--- src/rtl/i2c_wr_pkg.sv ---
package i2c_wr_pkg;
  localparam int unsigned BYTE_W = 8;
  localparam int unsigned CNT_W  = 4;

  typedef enum logic [1:0] {
    ST_IDLE = 2'd0,
    ST_DEV  = 2'd1,
    ST_SUB  = 2'd2,
    ST_DATA = 2'd3
  } wr_state_e;
endpackage

--- src/rtl/i2c_line_sync.sv ---
module i2c_line_sync #(
  parameter int unsigned STAGES  = 2,
  parameter logic        RST_VAL = 1'b1
) (
  input  logic clk_i,
  input  logic rst_ni,
  input  logic line_i,
  output logic level_o,
  output logic rise_o,
  output logic fall_o
);
  logic [STAGES-1:0] sync_q;
  logic              prev_q;

  always_ff @(posedge clk_i or negedge rst_ni) begin
    if (!rst_ni) begin
      sync_q <= {STAGES{RST_VAL}};
      prev_q <= RST_VAL;
    end else begin
      sync_q <= {sync_q[STAGES-2:0], line_i};
      prev_q <= sync_q[STAGES-1];
    end
  end

  assign level_o = sync_q[STAGES-1];
  assign rise_o  = sync_q[STAGES-1] & ~prev_q;
  assign fall_o  = ~sync_q[STAGES-1] & prev_q;
endmodule

--- src/rtl/i2c_bus_cond.sv ---
module i2c_bus_cond (
  input  logic clk_i,
  input  logic rst_ni,
  input  logic scl_lvl_i,
  input  logic scl_rise_i,
  input  logic scl_fall_i,
  input  logic sda_lvl_i,
  input  logic sda_rise_i,
  input  logic sda_fall_i,
  output logic start_o,
  output logic stop_o,
  output logic bit_rise_o,
  output logic bit_fall_o,
  output logic bit_val_o
);
  logic scl_steady_hi;
  logic start_q, stop_q, rise_q, fall_q, bit_q;

  // SDA edge only counts as a condition if SCL was high before and after
  assign scl_steady_hi = scl_lvl_i & ~scl_rise_i;

  always_ff @(posedge clk_i or negedge rst_ni) begin
    if (!rst_ni) begin
      start_q <= 1'b0;
      stop_q  <= 1'b0;
      rise_q  <= 1'b0;
      fall_q  <= 1'b0;
      bit_q   <= 1'b1;
    end else begin
      start_q <= scl_steady_hi & sda_fall_i;
      stop_q  <= scl_steady_hi & sda_rise_i;
      rise_q  <= scl_rise_i;
      fall_q  <= scl_fall_i;
      if (scl_rise_i) bit_q <= sda_lvl_i;
    end
  end

  assign start_o    = start_q;
  assign stop_o     = stop_q;
  assign bit_rise_o = rise_q;
  assign bit_fall_o = fall_q;
  assign bit_val_o  = bit_q;


  cond_excl_chk: assert property (@(posedge clk_i) disable iff (!rst_ni)
    (start_q || stop_q) |-> !(rise_q || fall_q));
endmodule

--- src/rtl/i2c_wr_fsm.sv ---
module i2c_wr_fsm
  import i2c_wr_pkg::*;
#(
  parameter logic [6:0]  DEV_ADDR = 7'b1000011,
  parameter int unsigned ADDR_W   = 8
) (
  input  logic              clk_i,
  input  logic              rst_ni,
  input  logic              start_i,
  input  logic              stop_i,
  input  logic              rise_i,
  input  logic              fall_i,
  input  logic              bit_i,
  output logic              sda_oe_o,
  output logic [ADDR_W-1:0] wr_addr_o,
  output logic [BYTE_W-1:0] wr_data_o,
  output logic              wr_en_o
);
  localparam logic [CNT_W-1:0] LAST_BIT = CNT_W'(BYTE_W);

  wr_state_e         state_q, after_q;
  logic [CNT_W-1:0]  bit_cnt_q;
  logic [BYTE_W-1:0] shift_q;
  logic              ack_phase_q;
  logic              oe_q;
  logic [ADDR_W-1:0] ptr_q;
  logic              we_q;
  logic [ADDR_W-1:0] wr_addr_q;
  logic [BYTE_W-1:0] wr_data_q;
  logic              dev_hit;
  logic              byte_done;

  assign dev_hit   = (shift_q[BYTE_W-1:1] == DEV_ADDR) && !shift_q[0];
  assign byte_done = (bit_cnt_q == LAST_BIT) && !ack_phase_q;

  always_ff @(posedge clk_i or negedge rst_ni) begin
    if (!rst_ni) begin
      state_q     <= ST_IDLE;
      after_q     <= ST_IDLE;
      bit_cnt_q   <= '0;
      shift_q     <= '0;
      ack_phase_q <= 1'b0;
      oe_q        <= 1'b0;
      ptr_q       <= '0;
      we_q        <= 1'b0;
      wr_addr_q   <= '0;
      wr_data_q   <= '0;
    end else begin
      we_q <= 1'b0;
      if (start_i || stop_i) begin
        state_q     <= start_i ? ST_DEV : ST_IDLE;
        bit_cnt_q   <= '0;
        ack_phase_q <= 1'b0;
        oe_q        <= 1'b0;
      end else if (state_q != ST_IDLE) begin
        if (rise_i && !ack_phase_q && bit_cnt_q < LAST_BIT) begin
          shift_q   <= {shift_q[BYTE_W-2:0], bit_i};
          bit_cnt_q <= bit_cnt_q + 1'b1;
        end else if (fall_i && byte_done) begin
          ack_phase_q <= 1'b1;
          unique case (state_q)
            ST_DEV: begin
              if (dev_hit) begin
                oe_q    <= 1'b1;
                after_q <= ST_SUB;
              end else begin
                // foreign address or read request: stay off the bus
                state_q     <= ST_IDLE;
                ack_phase_q <= 1'b0;
                bit_cnt_q   <= '0;
              end
            end
            ST_SUB: begin
              oe_q    <= 1'b1;
              ptr_q   <= shift_q[ADDR_W-1:0];
              after_q <= ST_DATA;
            end
            default: begin
              oe_q      <= 1'b1;
              we_q      <= 1'b1;
              wr_addr_q <= ptr_q;
              wr_data_q <= shift_q;
              ptr_q     <= ptr_q + 1'b1;
              after_q   <= ST_DATA;
            end
          endcase
        end else if (fall_i && ack_phase_q) begin
          oe_q        <= 1'b0;
          ack_phase_q <= 1'b0;
          bit_cnt_q   <= '0;
          state_q     <= after_q;
        end
      end
    end
  end

  assign sda_oe_o  = oe_q;
  assign wr_addr_o = wr_addr_q;
  assign wr_data_o = wr_data_q;
  assign wr_en_o   = we_q;


  we_pulse_chk: assert property (@(posedge clk_i) disable iff (!rst_ni)
    we_q |=> !we_q);

  wr_in_data_chk: assert property (@(posedge clk_i) disable iff (!rst_ni)
    we_q |-> (state_q == ST_DATA));

  ptr_step_chk: assert property (@(posedge clk_i) disable iff (!rst_ni)
    we_q |-> (ptr_q == ADDR_W'(wr_addr_q + 1'b1)));

  ack_only_active_chk: assert property (@(posedge clk_i) disable iff (!rst_ni)
    oe_q |-> (state_q != ST_IDLE));

  ack_on_fall_chk: assert property (@(posedge clk_i) disable iff (!rst_ni)
    $rose(oe_q) |-> $past(fall_i));

  start_restart_chk: assert property (@(posedge clk_i) disable iff (!rst_ni)
    start_i |=> (state_q == ST_DEV && !oe_q));

  stop_idle_chk: assert property (@(posedge clk_i) disable iff (!rst_ni)
    stop_i |=> (state_q == ST_IDLE && !oe_q));
endmodule

--- src/rtl/i2c_reg_writer.sv ---
module i2c_reg_writer #(
  parameter logic [6:0]  DEV_ADDR    = 7'b1000011,
  parameter int unsigned SYNC_STAGES = 2,
  parameter int unsigned ADDR_W      = 8
) (
  input  logic              clk_i,
  input  logic              rst_ni,
  input  logic              scl_i,
  input  logic              sda_i,
  output logic              sda_oe_o,
  output logic [ADDR_W-1:0] reg_addr_o,
  output logic [7:0]        reg_data_o,
  output logic              reg_we_o
);
  logic scl_lvl, scl_rise, scl_fall;
  logic sda_lvl, sda_rise, sda_fall;
  logic start, stop, b_rise, b_fall, b_val;

  i2c_line_sync #(.STAGES(SYNC_STAGES), .RST_VAL(1'b1)) scl_sync_i (
    .clk_i, .rst_ni, .line_i(scl_i),
    .level_o(scl_lvl), .rise_o(scl_rise), .fall_o(scl_fall)
  );

  i2c_line_sync #(.STAGES(SYNC_STAGES), .RST_VAL(1'b1)) sda_sync_i (
    .clk_i, .rst_ni, .line_i(sda_i),
    .level_o(sda_lvl), .rise_o(sda_rise), .fall_o(sda_fall)
  );

  i2c_bus_cond cond_i (
    .clk_i, .rst_ni,
    .scl_lvl_i(scl_lvl), .scl_rise_i(scl_rise), .scl_fall_i(scl_fall),
    .sda_lvl_i(sda_lvl), .sda_rise_i(sda_rise), .sda_fall_i(sda_fall),
    .start_o(start), .stop_o(stop),
    .bit_rise_o(b_rise), .bit_fall_o(b_fall), .bit_val_o(b_val)
  );

  i2c_wr_fsm #(.DEV_ADDR(DEV_ADDR), .ADDR_W(ADDR_W)) fsm_i (
    .clk_i, .rst_ni,
    .start_i(start), .stop_i(stop), .rise_i(b_rise), .fall_i(b_fall),
    .bit_i(b_val),
    .sda_oe_o, .wr_addr_o(reg_addr_o), .wr_data_o(reg_data_o),
    .wr_en_o(reg_we_o)
  );
endmodule

--- config.mk ---
export PLATFORM = sky130hd
export DESIGN_NAME = i2c_reg_writer
export DESIGN_NICKNAME = d
export VERILOG_FILES = /design/src/rtl/i2c_wr_pkg.sv /design/src/rtl/i2c_line_sync.sv /design/src/rtl/i2c_bus_cond.sv /design/src/rtl/i2c_wr_fsm.sv /design/src/rtl/i2c_reg_writer.sv
export SDC_FILE = /design/constraint.sdc
export NUM_CORES = 1
export LEC_CHECK = 0
export ABC_AREA = 1
export ABC_CLOCK_PERIOD_IN_PS = 3200
export BUFFER_PORTS_ARGS = -buffer_cell sky130_fd_sc_hd__buf_2
export CAP_MARGIN = 25
export CORE_UTILIZATION = 40
export CTS_CLUSTER_SIZE = 16
export DETAILED_ROUTE_END_ITERATION = 8
export PLACE_DENSITY = 0.68
export SLEW_MARGIN = 20
export SYNTH_ARGS = -nofsm -noshare
export SYNTH_HDL_FRONTEND = slang
export SYNTH_SLANG_ARGS = --single-unit
--- constraint.sdc ---
create_clock -name clk_i -period 3.2 [get_ports clk_i]
set_clock_uncertainty 0.15 [all_clocks]
set_input_delay 0.32 -clock clk_i [delete_from_list [all_inputs] [get_ports clk_i]]
set_output_delay 0.32 -clock clk_i [all_outputs]
set_load 0.1 [all_outputs]
### After elaboration in Yosys (flattened, before gate mapping)

Cells that the tools add are included.

| cells by class | value |
|---|---|
| order comparisons | 1 |
| reductions and logical operators | 22 |
| bitwise logic cells | 16 |
| multiplexer cells | 36 |
| add/sub/neg operators | 2 |
| eq/ne operators | 11 |

Operators with widths:

| kind | count |
|---|---|
| 4-bit 2-to-1 mux | 7 |
| 5-bit AND reduction | 4 |
| 1-bit 2-to-1 mux | 19 |
| 2-bit 2-to-1 mux | 9 |
| 8-bit case mux with 2 select lines | 1 |
| 1-bit inverter | 9 |
| 8-bit by 1-bit adder with 8-bit output (second input constant) | 1 |
| 4-bit by 2-bit != test with 1-bit output (second input constant) | 2 |
| 4-bit AND reduction | 2 |
| 1-bit AND | 7 |
| 7-bit == test (second input constant) | 1 |
| 1-bit logical AND | 6 |
| 3-bit AND reduction | 2 |
| 4-bit by 1-bit adder with 4-bit output (second input constant) | 1 |
| 4-bit == test (second input constant) | 1 |
| 4-bit < comparator (second input constant) | 1 |
| 2-bit by 1-bit != test with 1-bit output (second input constant) | 2 |
| 4-bit != test (second input constant) | 1 |
| 2-bit nonzero test | 2 |
| 4-bit nonzero test | 1 |
| 3-bit by 2-bit != test with 1-bit output (second input constant) | 1 |
| 3-bit != test (second input constant) | 1 |
| 3-bit nonzero test | 1 |
| 2-bit by 1-bit == test with 1-bit output (second input constant) | 1 |
| other kinds (4) | 5 |

| word-level totals | value |
|---|---|
| bits in registers | 54 |
| output and inout port bits | 18 |

### Longest topological paths before layout

Gate-level depths: netlist (run 1).

| logic depth | value |
|---|---|
| depth in word-level cells | 8 |
| depth in mapped cells | 11 |
| mapped depth without buffers | 11 |

### By module

A second synthesis (run 1) with hierarchy kept.

| second synthesis, totals | value |
|---|---|
| cells, all modules | 304 |
| area total of the unflattened synthesis | 2562.5 µm² |

By module, submodules not included:

| module | sequential area each (µm²) | cells an instance | instances | area each (µm²) |
|---|---|---|---|---|
| i2c_wr_fsm | 1076.0 | 276 | 1 | 2212.1 |
| i2c_line_sync | 78.8 | 7 | 2 | 93.8 |
| i2c_bus_cond | 126.4 | 14 | 1 | 162.7 |

### Worst setup path before layout (run 1)

OpenSTA, ideal clock, no wires.

| path | value |
|---|---|
| path kind | register to register |
| start point | reg fsm_i.bit_cnt_q[0] |
| end point | reg fsm_i.wr_addr_q[1], in the netlist fsm_i.wr_addr_o[1] |
| library setup time | 0.120 ns |
| arrival | 1.390 ns |
| period minus slack after synthesis | 1.660 ns |
| path buffers | 2 |
| cell stages (with the launch flop) | 12 |
| path slack | 1.540 ns |
| cell sequence | dfrtp_1 inv_1 ha_1 nand2_1 inv_1 nand3_2 nor2_4 nand2_2 buf_6 buf_6 nand2_1 nand2_1 |

| on the way | value |
|---|---|
| cells in the longest elaborated chain, start to end | 4 |
| elaborated cells on any way between the ends | 7 |
| those cells by class | order compare (1); eq/ne (1); bitwise (1); reduce/logical (4) |

Ends and longest elaborated chain:

| item | line | RTL |
|---|---|---|
| from (decl) | i2c_wr_fsm.sv:22 | `logic [CNT_W-1:0] bit_cnt_q;` |
| from (signal assigned) | i2c_wr_fsm.sv:58 | `bit_cnt_q <= bit_cnt_q + 1'b1;` |
| 4-bit < comparator or 4-bit == test (tied branches) | i2c_wr_fsm.sv:56, i2c_wr_fsm.sv:34 |  |
| 1-bit logical AND, on equally long branches | i2c_wr_fsm.sv:56, i2c_wr_fsm.sv:34 |  |
| 1-bit inverter (no line) or 1-bit logical AND (tied branches) | - |  |
| 5-bit AND reduction (no line) * | - |  |
| to (signal assigned) | i2c_wr_fsm.sv:81 | `wr_addr_q <= ptr_q;` |
| to (decl) | i2c_wr_fsm.sv:28 | `logic [ADDR_W-1:0] wr_addr_q;` |

Mark *: on every way between the ends. The rest lies on a longest branch, timed or not.
A chain may end at the register's enable or synchronous reset.

### Worst setup path in the final report (run 1)

| path | value |
|---|---|
| start point | reg fsm_i.bit_cnt_q[0] |
| end point | reg fsm_i.wr_addr_q[3], in the netlist fsm_i.wr_addr_o[3] |

The elaborated chain is that of the path after synthesis.

==> results.json, run 1 <==
{
  "ys_seq_area_frac": 0.550,
  "p_int_w": 0.000887,
  "rrSetupSlack_ps": 1280,
  "ios": 22,
  "ir_drop_v": 0.000205,
  "grt_pass1_wl_um": 7870,
  "slew_violations": 0,
  "diodes": 0,
  "finalSetupViolations": 0,
  "synth-async-reset-ratio": 1.00,
  "critPathKind": "reg -> reg",
  "ys_seq_elements": 54,
  "drcViolationCount": 0,
  "status": "completed",
  "grt_usage": 0.160,
  "clk_path_buf_depth": 2,
  "routed_wl_um": 4580,
  "detail_route.wl_per_cell_um": 11.7,
  "ant_nets": 0,
  "rr_worst_depth": 10,
  "clk_latency_ps": 310,
  "initial_core_util": 0.415,
  "chipHeight_um": 80.6,
  "hold_violations": 0,
  "maxCapViolCount": 0,
  "crit-reg2reg-launch": "fsm_i.bit_cnt_q[0]$_DFFE_PN0P_",
  "first_global_vias": 1690,
  "gr-total-overflow": 0,
  "gp_congestion": 0.835,
  "rsz0062_at_grt": "no",
  "cts_root_buf": "clkbuf_8",
  "dieArea_um2": 6500,
  "start_kind": "register",
  "num_rows": 28,
  "drive_gt1_frac": 0.154,
  "crit_path_end": "fsm_i.wr_addr_o[3]$_DFFE_PN0P_",
  "grt_max_degree": 30,
  "drtPass1Iterations": 4,
  "io_buffers": 21,
  "power.density_nw_per_um2": 429,
  "rr_endpoint": "fsm_i.wr_addr_o[3]$_DFFE_PN0P_",
  "max_freq_mhz": 521,
  "core_um2": 5960,
  "hold_path.class": "reg -> reg",
  "grt_antenna_before_repair": 0,
  "startpoint": "fsm_i.bit_cnt_q[0]$_DFFE_PN0P_",
  "nets": 327,
  "combPwrFrac": 0.066,
  "yosys.area.top_type": "dfrtp_1",
  "syn_avg_cell_area_um2": 8.49,
  "syn_area_um2": 2470,
  "synth_fp_nets": 301,
  "end_kind": "register",
  "fin_tns_setup_ps": 0,
  "path_clk_slew_ps": 100,
  "post-route-period-util": 0.600,
  "drt_iter0_drc": 110,
  "cts.sinks": 54,
  "synth_area_leaders": "dfrtp_1 (48%), nand2_1 (15%), dfstp_2 (7.4%)",
  "syn_to_final_growth_pct": 11.4,
  "finalCriticalPeriod_ps": 1920,
  "netlist-cell-type-count": 23,
  "netSwitchingFraction": 0.248,
  "p_switching_w": 0.000293,
  "relSlewSlack": 0.587,
  "cts.htree.levels": 2,
  "hold_path_startpoint": "sda_sync_i.sync_q[0]$_DFF_PN1_",
  "arrival_ps": 2030,
  "utilization": 0.462,
  "num_vias": 1874,
  "viasPerCell": 4.77,
  "hpwl_um": 3300,
  "p_clk_frac": 0.322,
  "cts_tree": "yes",
  "crit_required_ps": 3310,
  "synth_flop_cell": "dfrtp_1",
  "seqPwrFrac": 0.612,
  "worst_pin_slew_ps": 620,
  "p_leak_nw": 1.41,
  "synth.top_cell.area_share": 0.476,
  "cts_buffers": 5,
  "path_max_fanout": 29,
  "syn_inst": 291,
  "yosys_warnings": 0,
  "die-width_um": 80.6,
  "synth_edf_count": 0
}
[synth_stat cells (2+ instances only)]
cell type,instances
ha_1,6
nand4_1,10
dfrtp_1,47
dfstp_2,7
o21ai_1,2
o21ai_2,6
nor3_1,3
buf_6,2
nand3_1,15
nand2_1,98
clkbuf_1,2
inv_1,32
o21ai_0,25
buf_2,2
nor2_1,21
a21oi_1,4
nand3_2,2
inv_2,2
[cells in the final DEF, fill, tap and decap left out, drive strengths merged]
| cell | n |
|---|---|
| ha | 6 |
| inv | 35 |
| buf | 22 |
| nand3 | 17 |
| xnor2 | 1 |
| nor3 | 3 |
| dlygate4sd3 | 3 |
| nand4 | 10 |
| clkinv | 1 |
| xor2 | 1 |
| nand2 | 99 |
| dfrtp | 47 |
| o21ai | 33 |
| clkbuf | 6 |
| dfstp | 7 |
| nor2 | 23 |
| a21oi | 4 |
[kinds of logic after synthesis]
| kind of cell | after synthesis | synth area share |
|---|---|---|
| buffers and inverters | 40 | 0.0679 |
| flip-flops | 54 | 0.550 |
| AO/OA/AOI/OAI | 37 | 0.0841 |
| adder cells (fa/ha/maj) | 6 | 0.0304 |
| AND/OR/NAND/NOR | 152 | 0.260 |
| XOR/XNOR | 2 | 0.00709 |
[worst min-delay path by stage]
stage | to | slack, ps | cells past startpoint
after global routing | scl_sync_i.sync_q[1]$_DFF_PN1_ | 220 | 0
after global placement | scl_sync_i.sync_q[1]$_DFF_PN1_ | 200 | 0
after floorplan | cond_i.bit_fall_o$_DFF_PN0_ | -130 | 0
after detailed placement | sda_sync_i.sync_q[1]$_DFF_PN1_ | 200 | 0
after CTS | sda_sync_i.sync_q[1]$_DFF_PN1_ | 210 | 0
final | sda_sync_i.sync_q[1]$_DFF_PN1_ | 210 | 0
[flip-flops by register name (all words and copies together) (netlist names)]
register           flops
fsm_i.ptr_q            8
fsm_i.shift_q          8
fsm_i.wr_addr_o        8
fsm_i.wr_data_o        8
fsm_i.bit_cnt_q        4
fsm_i.after_q          2
fsm_i.state_q          2
scl_sync_i.sync_q      2
sda_sync_i.sync_q      2
cond_i.bit_fall_o      1
cond_i.bit_rise_o      1
cond_i.bit_val_o       1
cond_i.start_o         1
cond_i.stop_o          1
fsm_i.ack_phase_q      1
fsm_i.sda_oe_o         1
fsm_i.wr_en_o          1
scl_sync_i.prev_q      1
sda_sync_i.prev_q      1
[repair_timing]
action / in CTS / in global routing
hold buffers: 3 / 0
buffers inserted: 0 / 0
endpoints found under the hold margin: 30 / 0
gates resized for setup: 0 / 0
[layer usage]
layer / wire length (um) / track usage / vias up
met3: 94 / 0.0341 / 6
li1: - / - / 971
met5: 0 / 0 / -
met4: 72 / 0.0536 / 0
met1: 2390 / 0.222 / 877
met2: 2030 / 0.246 / 20
[per-stage QoR]
step	instances	hold WS (ps)	cell area (um2)	setup WS (ps)	power (W)
final	393	210	2750	1280	0.00118
after global routing	393	220	2750	1080	0.00124
after CTS	393	212	2750	1260	0.00119
after detailed placement	382	198	2640	1270	0.000812
after global placement	382	196	2640	1340	0.000809
after floorplan	291	-126	2470	1540	0.000780
[worst max-delay path, stage by stage (launching register included)]
cell and delay (ps):
dfrtp_1 430, inv_1 80, ha_1 160, nand2_1 50, inv_1 60, nand3_2 110, nor2_4 160, nand2_2 340
inv_2 200, nand2_1 70, nand2_1 60
[power groups by stage]
stage | Combinational, W | Sequential [W] | Clock (W)
4_1_cts | 0.0000800 | 0.000722 | 0.000392
5_1_grt | 0.0000913 | 0.000725 | 0.000420
2_1_floorplan | 0.0000485 | 0.000732 | 0
3_5_place_dp | 0.0000770 | 0.000735 | 0
6_report | 0.0000777 | 0.000722 | 0.000380
3_3_place_gp | 0.0000749 | 0.000734 | 0
[area by class of cell]
| type | instances | area (um2) |
|---|---|---|
| Inverter | 34 | 128 |
| Clock buffer | 6 | 72.6 |
| Sequential cell | 54 | 1360 |
| Multi-Input combinational cell | 197 | 943 |
| Tap cell | 75 | 93.8 |
| Timing Repair Buffer | 25 | 143 |
| Fill cell | 597 | 3200 |
| Clock inverter | 2 | 13.8 |
(Power assumes the default switching activity.)
==> run 2: changes to the inputs <==
--- a/config.mk
+++ b/config.mk
@@ -6,7 +6,7 @@
 export NUM_CORES = 1
 export LEC_CHECK = 0
 export ABC_AREA = 1
-export ABC_CLOCK_PERIOD_IN_PS = 3200
+export ABC_CLOCK_PERIOD_IN_PS = 1800
 export BUFFER_PORTS_ARGS = -buffer_cell sky130_fd_sc_hd__buf_2
 export CAP_MARGIN = 25
 export CORE_UTILIZATION = 40
==> constraint.sdc (replaced) <==
create_clock -name clk_i -period 1.8 [get_ports clk_i]
set_clock_uncertainty 0.15 [all_clocks]
set_input_delay 0.18 -clock clk_i [delete_from_list [all_inputs] [get_ports clk_i]]
set_output_delay 0.18 -clock clk_i [all_outputs]
set_load 0.1 [all_outputs]
==> results.json, run 2 (synthesis gave the netlist of run 1 again) <==
{
  "status": "completed",
  "fin_tns_setup_ps": 0,
  "cp_top_family": "simple AND/OR/NAND/NOR gates",
  "combPwrFrac": 0.085,
  "grt_max_degree": 30,
  "rrSetupSlack_ps": 100,
  "cp_slowest_cell": "dfrtp_1",
  "netSwitchingFraction": 0.253,
  "gr-total-overflow": 0,
  "ant_nets": 0,
  "grt_usage": 0.165,
  "grt_antenna_before_repair": 0,
  "ff_latch_area_um2": 1360,
  "start_kind": "register",
  "relSlewSlack": 0.661,
  "p_leak_nw": 1.46,
  "num_vias": 1914,
  "detail_route.wl_per_cell_um": 11.9,
  "hold_slack_ps": 210,
  "maxCapViolCount": 0,
  "hold_path.class": "in -> async",
  "busiest_layer": "met2",
  "cts.sinks": 54,
  "die-width_um": 80.6,
  "core_um2": 5960,
  "chipHeight_um": 80.6,
  "p_switching_w": 0.000544,
  "cts.htree.levels": 2,
  "worst_pin_slew_ps": 508,
  "hpwl_um": 3500,
  "finalSetupViolations": 0,
  "clk_latency_ps": 310,
  "arrival_ps": 1810,
  "cts_root_buf": "clkbuf_8",
  "drt_iter0_drc": 160,
  "finalCriticalPeriod_ps": 1700,
  "cts_setup_buffers": 0,
  "fillers": 599,
  "critPathKind": "reg -> reg",
  "slew_violations": 0,
  "utilization": 0.480,
  "drive_gt1_frac": 0.190,
  "nets": 336,
  "layoutNonFillerInstCount": 402,
  "routed_wl_um": 4800,
  "multi_input_area_um2": 953,
  "place_inst": 391,
  "p_int_w": 0.00160,
  "crit_required_ps": 1910,
  "p_clk_frac": 0.320,
  "num_rows": 28,
  "drtPass1Iterations": 4,
  "power.density_nw_per_um2": 751,
  "path_buf_inv": 4,
  "met3_usage": 0.0364,
  "diodes": 0,
  "path_clk_slew_ps": 100,
  "final_cell_mix": "nand2_1 (97), dfrtp_1 (47), inv_1 (31)",
  "crit_chain": "inv_1, ha_1, nand2_1, inv_1, nand3_2, nor2_4, nand2_2, buf_12, inv_2, nand2_1, nand2_1",
  "path_max_fanout": 29,
  "io_buffers": 21,
  "cts_tree": "yes",
  "layout_commonest_cell": "nand2_1",
  "clk_path_buf_depth": 2,
  "cts_buffers": 5,
  "rsz0062_at_grt": "yes",
  "critical-path-max-stage-delay_ps": 420,
  "syn_to_final_growth_pct": 15.7,
  "ios": 22,
  "grt_use_met2": 0.261,
  "initial_core_util": 0.415,
  "max_freq_mhz": 589,
  "hold_violations": 0,
  "gp_congestion": 0.839,
  "ir_drop_v": 0.000314,
  "seqPwrFrac": 0.596,
  "end_kind": "register",
  "post-route-period-util": 0.943,
  "cp_common_cell": "nand2_1",
  "grt_use_met1": 0.219,
  "first_global_vias": 1777,
  "dieArea_um2": 6500,
  "viasPerCell": 4.76,
  "drcViolationCount": 0,
  "grt_pass1_wl_um": 8140
}
[run 2: stage by stage]
stage          setup slack [ps]  power [W]  area [um2]
2_1_floorplan               140    0.00139        2470
3_3_place_gp                128    0.00147        2730
3_5_place_dp               63.8    0.00148        2730
4_1_cts                    42.6    0.00218        2850
5_1_grt                   -3.94    0.00226        2860
6_report                    103    0.00215        2860
[run 2: routing by layer]
layer | routed length (um) | share of wire
met5 | 0 | 0
met2 | 2170 | 0.45
met3 | 155 | 0.032
met4 | 84 | 0.017
met1 | 2390 | 0.50
[run 2: layout make-up]
type / count / share of cell area
well taps: 75 / 0.0328
flip-flops and latches: 54 / 0.476
clock buffers: 6 / 0.0254
multi-input cells: 197 / 0.333
clock inverters: 2 / 0.00569
repair buffers: 34 / 0.0823
inverters: 34 / 0.0446
[run 2: power groups by stage]
stage / Clock (W) / Combinational [W] / Sequential (W)
after floorplan: 0 / 0.0000862 / 0.00130
after global placement: 0 / 0.000173 / 0.00130
after detailed placement: 0 / 0.000176 / 0.00130
after CTS: 0.000718 / 0.000182 / 0.00128
after global routing: 0.000769 / 0.000208 / 0.00129
final: 0.000687 / 0.000182 / 0.00128
[run 2: final timing paths]
| kind | from | cells after the start | endpoint |
|---|---|---|---|
| worst max-delay path | fsm_i.bit_cnt_q[1]$_DFFE_PN0P_ | 11 | fsm_i.wr_addr_o[3]$_DFFE_PN0P_ |
| worst min-delay path | rst_ni | 2 | fsm_i.shift_q[1]$_DFFE_PN0P_ |
| worst max register to register | fsm_i.bit_cnt_q[1]$_DFFE_PN0P_ | 11 | fsm_i.wr_addr_o[3]$_DFFE_PN0P_ |
| worst min register to register | sda_sync_i.sync_q[0]$_DFF_PN1_ | 0 | sda_sync_i.sync_q[1]$_DFF_PN1_ |
| max in group asynchronous | rst_ni | 3 | fsm_i.state_q[1]$_DFFE_PN0P_ |
| min in group clk_i | sda_sync_i.sync_q[0]$_DFF_PN1_ | 0 | sda_sync_i.sync_q[1]$_DFF_PN1_ |
[run 2: what timing repair did]
action | 4_1_cts | 5_1_grt
gates resized for setup | 0 | 5
endpoints found under the hold margin | 14 | 0
hold buffers | 3 | 0
setup endpoints to repair | 0 | 8
==> run 3: changes to the inputs <==
--- a/config.mk
+++ b/config.mk
@@ -13,7 +13,9 @@
 export CTS_CLUSTER_SIZE = 16
 export DETAILED_ROUTE_END_ITERATION = 8
 export PLACE_DENSITY = 0.68
+export RECOVER_POWER = 100
 export SLEW_MARGIN = 20
 export SYNTH_ARGS = -nofsm -noshare
 export SYNTH_HDL_FRONTEND = slang
+export SYNTH_HIERARCHICAL = 1
 export SYNTH_SLANG_ARGS = --single-unit
==> results.json, run 3 <==
{
  "finalCriticalPeriod_ps": 1670,
  "num_rows": 28,
  "core_um2": 6060,
  "synth.top_cell.area_share": 0.459,
  "clk_latency_ps": 310,
  "die-width_um": 82.0,
  "syn_area_um2": 2560,
  "num_vias": 2008,
  "clk_path_buf_depth": 2,
  "path_clk_slew_ps": 90,
  "routed_wl_um": 4860,
  "synth-async-reset-ratio": 1.00,
  "p_leak_nw": 1.48,
  "layoutNonFillerInstCount": 414,
  "synth_edf_count": 0,
  "synth_most_common_cell": "nand2_1",
  "grt_usage": 0.160,
  "worst_pin_slew_ps": 584,
  "grt_max_degree": 32,
  "synth_area_leaders": "dfrtp_1 (46%), nand2_1 (13%), dfstp_2 (7.2%)",
  "hold_path.class": "reg -> reg",
  "first_global_vias": 1828,
  "final_cell_mix": "nand2_1 (91), dfrtp_1 (47), inv_1 (37)",
  "design_area_um2": 2900,
  "grt_pass1_wl_um": 8010,
  "critPathKind": "reg -> reg",
  "ios": 22,
  "ant_nets": 0,
  "cts_setup_buffers": 0,
  "maxCapViolCount": 0,
  "place_area_um2": 2790,
  "diodes": 0,
  "power.density_nw_per_um2": 902,
  "nets": 348,
  "ys_seq_area_frac": 0.531,
  "drcViolationCount": 0,
  "dieArea_um2": 6730,
  "detail_route.wl_per_cell_um": 11.7,
  "ys_seq_elements": 54,
  "grt_antenna_before_repair": 0,
  "relSlewSlack": 0.611,
  "synth_fp_nets": 314,
  "yosys.area.top_type": "dfrtp_1",
  "gp_congestion": 0.828,
  "fin_tns_setup_ps": 0,
  "arrival_ps": 1750,
  "gr-total-overflow": 0,
  "max_freq_mhz": 599,
  "cts.sinks": 54,
  "syn_avg_cell_area_um2": 8.43,
  "status": "completed",
  "cts_buffers": 5,
  "rsz0062_at_grt": "no",
  "finalSetupViolations": 0,
  "layout_commonest_cell": "nand2_1",
  "start_kind": "register",
  "io_buffers": 21,
  "critical-path-max-stage-delay_ps": 380,
  "hpwl_um": 3410,
  "end_kind": "register",
  "initial_core_util": 0.423,
  "hold_violations": 0,
  "cts_root_buf": "clkbuf_8",
  "drtPass1Iterations": 5,
  "synthTopCellsByCount": "nand2_1 (92), dfrtp_1 (47), inv_1 (37), nor2_1 (31), nand3_1 (23)",
  "yosys_warnings": 6,
  "cts_tree": "yes",
  "post-route-period-util": 0.927,
  "cts.htree.levels": 2,
  "place_inst": 402,
  "crit_required_ps": 1880,
  "path_max_fanout": 15,
  "ir_drop_v": 0.000476,
  "chipHeight_um": 82.0,
  "netlist-cell-type-count": 26,
  "cp_slowest_cell": "dfrtp_1",
  "utilization": 0.478,
  "syn_inst": 304,
  "synth_flop_cell": "dfrtp_1",
  "drt_iter0_drc": 168,
  "drive_gt1_frac": 0.177,
  "viasPerCell": 4.85,
  "slew_violations": 0,
  "cp_common_cell": "nand3_2",
  "syn_to_final_growth_pct": 13.1,
  "crit_chain": "inv_1, ha_2, nand3_2, nor2_4, nand3_2, or2_4, o21ai_0"
}
-- run 3: cell types whose count changed in the layout (fill, tap and decap cells not counted), sizes merged, moves of 2 or more --
cell	previous run	this run
a21oi	4	8
clkinv	0	3
or2	0	2
clkbuf	6	29
nand3	17	25
nand2	99	95
buf	31	7
nor2	23	33
nand4	10	2
inv	35	40
o21ai	33	27
-- run 3: cells by family (layout without fill, tap and decap cells) --
kind of cell	count (synthesis)	after routing	share of synthesized area
AOI/OAI and AO/OA	35	35	0.0874
xor gates and xnor gates	2	2	0.00684
adders and majority gates	6	6	0.0293
and+or+nand+nor	158	159	0.259
DFF	54	54	0.531
buffers and inverters	49	83	0.0864
-- run 3: layer usage --
layer | GRT usage | wire, um | vias up
met5 | 0 | 0 | -
met4 | 0.0614 | 63 | 0
met3 | 0.0411 | 193 | 5
met2 | 0.254 | 2280 | 35
met1 | 0.209 | 2330 | 960
li1 | - | - | 1008
-- run 3: path summary, 6_finish.rpt --
check	startpoint	endpoint	slack, ps	cells after the start
min reg2reg	sda_sync_i/sync_q[0]$_DFF_PN1_	sda_sync_i/sync_q[1]$_DFF_PN1_	210	0
max in group asynchronous	rst_ni	fsm_i/after_q[0]$_DFFE_PN0P_	360	3
max reg2reg	fsm_i/bit_cnt_q[0]$_DFFE_PN0P_	fsm_i/wr_data_o[0]$_DFFE_PN0P_	130	7
min in group asynchronous	rst_ni	fsm_i/wr_addr_o[1]$_DFFE_PN0P_	260	2
min	sda_sync_i/sync_q[0]$_DFF_PN1_	sda_sync_i/sync_q[1]$_DFF_PN1_	210	0
max	fsm_i/bit_cnt_q[0]$_DFFE_PN0P_	fsm_i/wr_data_o[0]$_DFFE_PN0P_	130	7
-- run 3: timing repair --
item	4_1_cts	5_1_grt
gates resized for setup	0	5
setup endpoints to repair	0	20
endpoints found under the hold margin	18	0
hold buffers	3	0
-- run 3: where the power goes --
part / internal, W / switching (W) / total [W]
logic: 0.000121 / 0.000312 / 0.000432
registers: 0.00129 / 0.0000612 / 0.00135
clock network: 0.000454 / 0.000378 / 0.000831
total: 0.00186 / 0.000750 / 0.00261
-- run 3: area by class of cell --
| cell class | instances | area (um2) |
|---|---|---|
| well taps | 75 | 93.8 |
| flip-flops and latches | 54 | 1360 |
| multi-input cells | 202 | 965 |
| inverters | 43 | 174 |
| repair buffers | 32 | 189 |
| clock buffers | 7 | 86.3 |
| clock inverters | 1 | 30.0 |
| fillers | 594 | 3160 |
-- run 3: stage by stage --
stage               worst slack, ps  hold slack [ps]  power, W
floorplan                      99.3             -266   0.00167
global placement               76.9             47.3   0.00179
detailed placement             30.6             55.6   0.00180
CTS                            20.0              211   0.00265
global route                   3.45              217   0.00276
finish                          131              214   0.00261
-- run 3: worst max-delay path, delay by kind of cell (launching register included) --
kind / cells / cell delay, ps
fa+ha+maj: 1 / 180
buf+inv: 1 / 60
compound gates: 1 / 180
simple gates: 4 / 640
flops: 1 / 380
